--- config.mk ---
export PLATFORM = sky130hd
export DESIGN_NAME = dw_shl_exec
export DESIGN_NICKNAME = d
export VERILOG_FILES = /design/src/rtl/dwshl_pkg.sv /design/src/rtl/dwshl_decode.sv /design/src/rtl/dwshl_barrel.sv /design/src/rtl/dwshl_cond.sv /design/src/rtl/dw_shl_exec.sv
export SDC_FILE = /design/constraint.sdc
export NUM_CORES = 1
export LEC_CHECK = 0
export ABC_AREA = 1
export ABC_CLOCK_PERIOD_IN_PS = 2400
export CAP_MARGIN = 20
export CORE_MARGIN = 4
export CORE_UTILIZATION = 60
export DETAILED_ROUTE_END_ITERATION = 16
export DONT_BUFFER_PORTS = 1
export GPL_TIMING_DRIVEN = 0
export PLACE_DENSITY = 0.79
export SLEW_MARGIN = 20
export SYNTH_ARGS = -nofsm -noshare
export SYNTH_HDL_FRONTEND = slang
export SYNTH_SLANG_ARGS = --single-unit
--- constraint.sdc ---
create_clock -name clk -period 2.4 [get_ports clk]
set_input_delay 0.48 -clock clk [delete_from_list [all_inputs] [get_ports clk]]
set_output_delay 0.48 -clock clk [all_outputs]
set_load 0.1 [all_outputs]
--- src/rtl/dwshl_pkg.sv ---
package dwshl_pkg;
    localparam int IW       = 32;
    localparam int RIDX_W   = 5;
    localparam int PRIM_W   = 6;
    localparam int EXT_W    = 10;
    localparam logic [PRIM_W-1:0] PRIM_OP = 6'd31;
    localparam logic [EXT_W-1:0]  EXT_OP  = 10'd27;

    // Decoded view of one instruction word
    typedef struct packed {
        logic              hit;
        logic              rec;
        logic [RIDX_W-1:0] dst;
        logic [RIDX_W-1:0] src_idx;
        logic [RIDX_W-1:0] cnt_idx;
    } dec_t;

    // Condition field, MSB first
    typedef struct packed {
        logic lt;
        logic gt;
        logic eq;
        logic so;
    } cfield_t;

    // Little-endian index of big-endian bit b in an IW-bit word
    function automatic int be2le(input int b);
        return IW - 1 - b;
    endfunction
endpackage

--- src/rtl/dwshl_decode.sv ---
module dwshl_decode
    import dwshl_pkg::*;
(
    input  logic [IW-1:0] iw,
    output dec_t          dec
);
    logic [PRIM_W-1:0] prim;
    logic [EXT_W-1:0]  ext;

    always_comb begin
        prim        = iw[be2le(0)  -: PRIM_W];
        ext         = iw[be2le(21) -: EXT_W];
        dec.hit     = (prim == PRIM_OP) && (ext == EXT_OP);
        dec.rec     = iw[be2le(31)];
        dec.src_idx = iw[be2le(6)  -: RIDX_W];
        dec.dst     = iw[be2le(11) -: RIDX_W];
        dec.cnt_idx = iw[be2le(16) -: RIDX_W];
    end
endmodule

--- src/rtl/dwshl_barrel.sv ---
module dwshl_barrel #(
    parameter int W = 64,
    localparam int SH = $clog2(W)
) (
    input  logic [W-1:0] din,
    input  logic [SH:0]  amt,
    output logic [W-1:0] dout
);
    logic [W-1:0] stg [0:SH];

    assign stg[0] = din;

    genvar k;
    generate
        for (k = 0; k < SH; k++) begin : g_stage
            assign stg[k+1] = amt[k] ? (stg[k] << (1 << k)) : stg[k];
        end
    endgenerate

    // Top count bit: shift of W or more leaves nothing
    assign dout = amt[SH] ? '0 : stg[SH];
endmodule

--- src/rtl/dwshl_cond.sv ---
module dwshl_cond
    import dwshl_pkg::*;
#(
    parameter int W = 64
) (
    input  logic [W-1:0] r,
    input  logic         so,
    output cfield_t      cf
);
    always_comb begin
        cf.eq = (r == '0);
        cf.lt = r[W-1];
        cf.gt = !r[W-1] && !cf.eq;
        cf.so = so;
    end
endmodule

--- src/rtl/dw_shl_exec.sv ---
module dw_shl_exec
    import dwshl_pkg::*;
#(
    parameter int XLEN = 64,
    localparam int CNTW = $clog2(XLEN) + 1
) (
    input  logic              clk,
    input  logic              rst,
    input  logic              in_valid,
    input  logic [IW-1:0]     instr,
    input  logic [XLEN-1:0]   src_val,
    input  logic [XLEN-1:0]   cnt_val,
    input  logic              so_in,
    output logic              out_wr_en,
    output logic [RIDX_W-1:0] out_dst,
    output logic [XLEN-1:0]   out_result,
    output logic              out_cf_wr_en,
    output logic [3:0]        out_cf,
    output logic              out_illegal
);
    dec_t            dec;
    logic [XLEN-1:0] shifted;
    cfield_t         cfv;
    logic            unused_bits;

    // Register indices of the sources and upper count bits are not needed here
    assign unused_bits = ^{dec.src_idx, dec.cnt_idx, cnt_val[XLEN-1:CNTW]};

    dwshl_decode u_dec (
        .iw  (instr),
        .dec (dec)
    );

    dwshl_barrel #(.W(XLEN)) u_shf (
        .din  (src_val),
        .amt  (cnt_val[CNTW-1:0]),
        .dout (shifted)
    );

    dwshl_cond #(.W(XLEN)) u_cnd (
        .r  (shifted),
        .so (so_in),
        .cf (cfv)
    );

    always_ff @(posedge clk) begin
        if (rst) begin
            out_wr_en    <= 1'b0;
            out_cf_wr_en <= 1'b0;
            out_illegal  <= 1'b0;
            out_dst      <= '0;
            out_result   <= '0;
            out_cf       <= '0;
        end else begin
            out_wr_en    <= in_valid && dec.hit;
            out_cf_wr_en <= in_valid && dec.hit && dec.rec;
            out_illegal  <= in_valid && !dec.hit;
            if (in_valid) begin
                out_dst    <= dec.dst;
                out_result <= dec.hit ? shifted : '0;
                out_cf     <= dec.hit ? cfv : '0;
            end
        end
    end
endmodule

-- Word level (Yosys, flattened, before mapping)
Index checks and enable logic that the tools add are counted.
W data, S select, Z words.
- register bits: 76
- bits in writable memories: 0
- latch bits: 0
- input port bits: 164
- memories kept: 0
- bits in read-only memories: 0
- logic and storage cells: 26
- output and inout bits: 76
- mux-type cells: 9
- reduce and logical (&&, ||, !) cells: 9
- bitwise gates (word level): 0
- $add $sub $neg: 0
- $mul: 0
- equality and inequality tests: 2
- shift operators: 0
- div/mod/pow operators: 0
- order comparisons: 0
- operator list (cell ; count):
    $mux W64 ; 8
    $logic_not A64 Y1 ; 1
    $eq A10 B5 Y1 const B ; 1
    $eq A6 B5 Y1 const B ; 1
    $logic_and A1 B1 Y1 ; 5
    $mux W4 ; 1
    $logic_not A1 Y1 ; 3

-- Depth between registers and ports, before layout
- depth after elaboration: 11
- gate-level depth with buffers: 19

-- Cells and area by module
From an unflattened synthesis, not the netlist that was laid out.
- cells, all modules: 1350
- area, all modules: 7395.8 um2
- by module, submodules not included (module ; area each (um2) ; instances ; cells an instance):
    dwshl_barrel ; 4080.2 ; 1 ; 905
    dw_shl_exec ; 2854.0 ; 1 ; 341
    dwshl_cond ; 259.0 ; 1 ; 66
    dwshl_decode ; 202.7 ; 1 ; 38

-- Worst setup path before layout
OpenSTA, ideal clock, no wires.
- path type: input to register
- from: input cnt_val[0]
- to: register out_cf[2]
- buffers on the path: 2
- setup time: 115 ps
- cell stages on the path: 18
- slack: 392 ps
- data required time: 2285 ps
- arrival time: 1893 ps
- cells stage by stage: buf_6 -> buf_2 -> nand2_1 -> nand3_2 -> nand3_1 -> nand3_2 -> nand2_1 -> nand2_1 -> nand3_1 -> nand2_1 -> inv_2 -> nand2_1 -> nor2_1 -> nand2_1 -> nor2_2 -> nand3_1 -> nand2_1 -> nand2_1
- cells in the longest elaborated chain, start to end: 11
- elaborated cells between the ends (all ways): 12
- those cells by class: mux: 8; reduce/logical: 4
- ends and longest elaborated chain (item ; line ; RTL):
    start, declared ; dw_shl_exec.sv:12 ; input logic [XLEN-1:0] cnt_val,
    $mux W64 * (6 in a row) ; dwshl_barrel.sv:16 ; assign stg[k+1] = amt[k] ? (stg[k] << (1 << k)) : stg[k];
    $mux W64 * ; dwshl_barrel.sv:21 ; assign dout = amt[SH] ? '0 : stg[SH];
    $logic_not A64 Y1 ; dwshl_cond.sv:11 ; cf.eq = (r == '0);
    $logic_not A1 Y1 ; dwshl_cond.sv:13 ; cf.gt = !r[W-1] && !cf.eq;
    $logic_and A1 B1 Y1 * ; dwshl_cond.sv:13 ;
    $mux W4 * ; dw_shl_exec.sv:61 ; out_cf <= dec.hit ? cfv : '0;
    end signal, assigned ; dw_shl_exec.sv:61 ;
    end, declared ; dw_shl_exec.sv:18 ; output logic [3:0] out_cf,
Every way passes the cells marked *; elsewhere a longest branch is shown, timed or not.
A chain may end at the register's enable or synchronous reset.

-- Worst setup path in the final report
- from: input cnt_val[1]
- to: register out_cf[2]
- cells in the longest elaborated chain, start to end: 10
- elaborated cells between the ends (all ways): 11
- those cells by class: mux: 7; reduce/logical: 4
- ends and longest elaborated chain (item ; line):
    $mux W64 * (5 in a row) ; dwshl_barrel.sv:16
    $mux W64 * ; dwshl_barrel.sv:21
    $logic_not A64 Y1 ; dwshl_cond.sv:11
    $logic_not A1 Y1 ; dwshl_cond.sv:13
    $logic_and A1 B1 Y1 * ; dwshl_cond.sv:13
    $mux W4 * ; dw_shl_exec.sv:61
Marks and branches as above.

==> metrics <==
outcome=finished, final reports clean; Num CTS Buffers=9; Worst Skew=0 ns; most frequent cell after synthesis=nand2_1; net count after synthesis=1377; Synth Flop Type=dfxtp_1; core footprint=10900 sq um; fmax=432 MHz; Synth Register Bits=75; WS Path Type=input pin to flip-flop; Rows=38; vias in the first global route=8593; crit path launch type=input pin; number of I/O pins=240; antenna cells=0; Fin Setup TNS=0 ns; Reg-to-Reg Start=out_dst[2]$_SDFFE_PP0P_; cts hold-fix bufs=0; static leakage=3.39 nW; Async SR Flop Fraction=0; Final Util=0.664; pwr dens=535 nW/um^2; vias per inst=6.71; Max VDD drop=0.000634 V; number of warnings issued by yosys=0; Post-layout nets=1388; synthesis-to-layout area growth=7.63%; Reg clk slew, reported paths=0.07 ns; crit path cell chain=buf_6 > inv_4 > buf_4 > nand3_1 > nand2_1 > nand2_1 > nand3_1 > nor2_1 > nand2_1 > nand2_1 > nor2_1 > nand2_1 > nor2_2 > nand2_1 > nor2_2 > nand3_1 > nand2_1 > nand2_1; Finished Layout Cells=1369; Final ANT Viol Nets=0; WL/cell=21.3 microns; antenna violations before repair=0; crit share post-route=0.964; area leader, netlist=nand3_1; port buffer count=0; design area=7260 sq um; worst hold path class=input pin to flip-flop; crit end category=flip-flop; Cell Area, Placed=6920 sq um; synth top area cells=nand3_1 (31%), nand2_1 (24%), dfxtp_1 (22%); first-pass GRT wire length=44800 microns; Avg Cell Area, Syn=5.56 sq um; Worst-Skew Late Latency=0.35 ns; max_cap viols=0; proportion of layout cells with a drive suffix above 1=0.0936; distinct cell type count after synthesis=28; Detailed Route WL=29100 microns; starting DRC count in detailed routing=1564; all-layer global routing usage=0.437; Post-synth EDFFs=0; gr ovfl total=0; worst endpoint required time=2.64 ns; Setup-failing EPs final=0; setup bufs post-CTS=0; largest net degree at the start of global routing=14; Root Buffer=clkbuf_16; hpwl dp=23000 microns; Max clock buf depth=2; Die ar.=13000 sq um; CP arrival=2.55 ns; Mapped Cells=1213; Die X-Extent=114 microns; Worst Min Path Start=so_in; Worst path slowest cell=buf_4; via count of the routed design=9186; post-synth top area share=0.312; placed insts=1353; initial core utilization=0.617; critical path peak fanout=10; Hold Path Sink=out_cf[0]$_SDFFE_PP0P_; Final Power=3.88 mW; final worst path period need=2.31 ns; sequential fraction of the synthesis area=0.223; CTS tree=built; slew margin rel.=0.321; Reg2Reg Depth=2; Remaining DRCs=0; Mapped Area=6740 sq um; htree depth=3; Pre-Repair DR Iteration Count=6; cell mode on critical path=nand2_1; CTS sink count=75; Worst path max stage delay=0.21 ns; R2R Setup Slk=1.05 ns; r2r endpoint=out_dst[2]$_SDFFE_PP0P_; gpl congestion=1.08; Hold Fails Final Rpt=0; Worst-Margin Slew=1.02 ns; worst hold path depth=1; Max Slew Vio Count=0; synth cell count leaders=nand2_1 (424), nand3_1 (420), dfxtp_1 (75), o21ai_0 (56), clkbuf_1 (36); Die H=114 microns
logic make-up after synthesis:
kind of cell / share of synthesized area
flops: 0.223
compound gates: 0.0703
simple gates: 0.617
buf+inv: 0.0904
layer usage:
layer	vias to the layer above	share of wire	global-route usage
li1	4153	-	-
met5	-	0	0
met2	799	0.44	0.685
met1	4098	0.38	0.584
met3	136	0.14	0.109
met4	0	0.039	0.158
layout make-up:
type | instances | area, sq um
multi-input combinational | 1008 | 4660
fill | 1056 | 3680
sequential | 75 | 1500
buffer | 92 | 477
clock buffer | 10 | 229
tap | 140 | 175
inverter | 38 | 150
clock inverter | 6 | 65.1
cells in the final DEF (no fill, tap or decap), drive strengths merged, types with 10 or more instances in the layout:
master,count
clkbuf,50
dfxtp,75
nand3,432
buf,52
o21ai,60
nor2,35
inv,36
a22o,10
nand2,434
a21oi,11
nand4,16
how the worst max path moves through the flow:
stage	start	to	slack (ns)	depth (start not counted)
2_1_floorplan	cnt_val[0]	out_cf[2]$_SDFFE_PP0P_	0.39	18
3_3_place_gp	cnt_val[1]	out_cf[2]$_SDFFE_PP0P_	-0.20	18
3_5_place_dp	cnt_val[1]	out_cf[2]$_SDFFE_PP0P_	-0.25	18
4_1_cts	cnt_val[1]	out_cf[2]$_SDFFE_PP0P_	0.11	18
5_1_grt	cnt_val[1]	out_cf[2]$_SDFFE_PP0P_	-0.03	18
6_report	cnt_val[1]	out_cf[2]$_SDFFE_PP0P_	0.09	18
sequential cells by signal, summed over array words and instances (netlist names):
| signal | cells |
|---|---|
| out_result | 64 |
| out_dst | 5 |
| out_cf | 3 |
| out_cf_wr_en | 1 |
| out_illegal | 1 |
| out_wr_en | 1 |
power by group:
| part | internal [mW] | total (mW) | switching (mW) |
|---|---|---|---|
| logic | 0.351 | 1.24 | 0.889 |
| registers | 1.25 | 1.29 | 0.0428 |
| clock network | 0.807 | 1.35 | 0.542 |
| total | 2.41 | 3.88 | 1.47 |
per-stage QoR:
stage | hold slack [ns] | setup slack (ns)
floorplan | 0.592 | 0.392
CTS | 0.264 | 0.106
finish | 0.254 | 0.0869
global placement | 0.597 | -0.198
global route | 0.256 | -0.0259
detailed placement | 0.611 | -0.247
what timing repair did:
item,4_1_cts,5_1_grt
setup endpoints to repair,0,2
endpoints found under the hold margin,0,0
resized for setup,0,20
worst max-delay path: cells and delay by family:
family                 cells  cell delay, ns
and+or+nand+nor           15            1.60
buffers and inverters      3            0.48
Power figures use the tool's default switching activity.
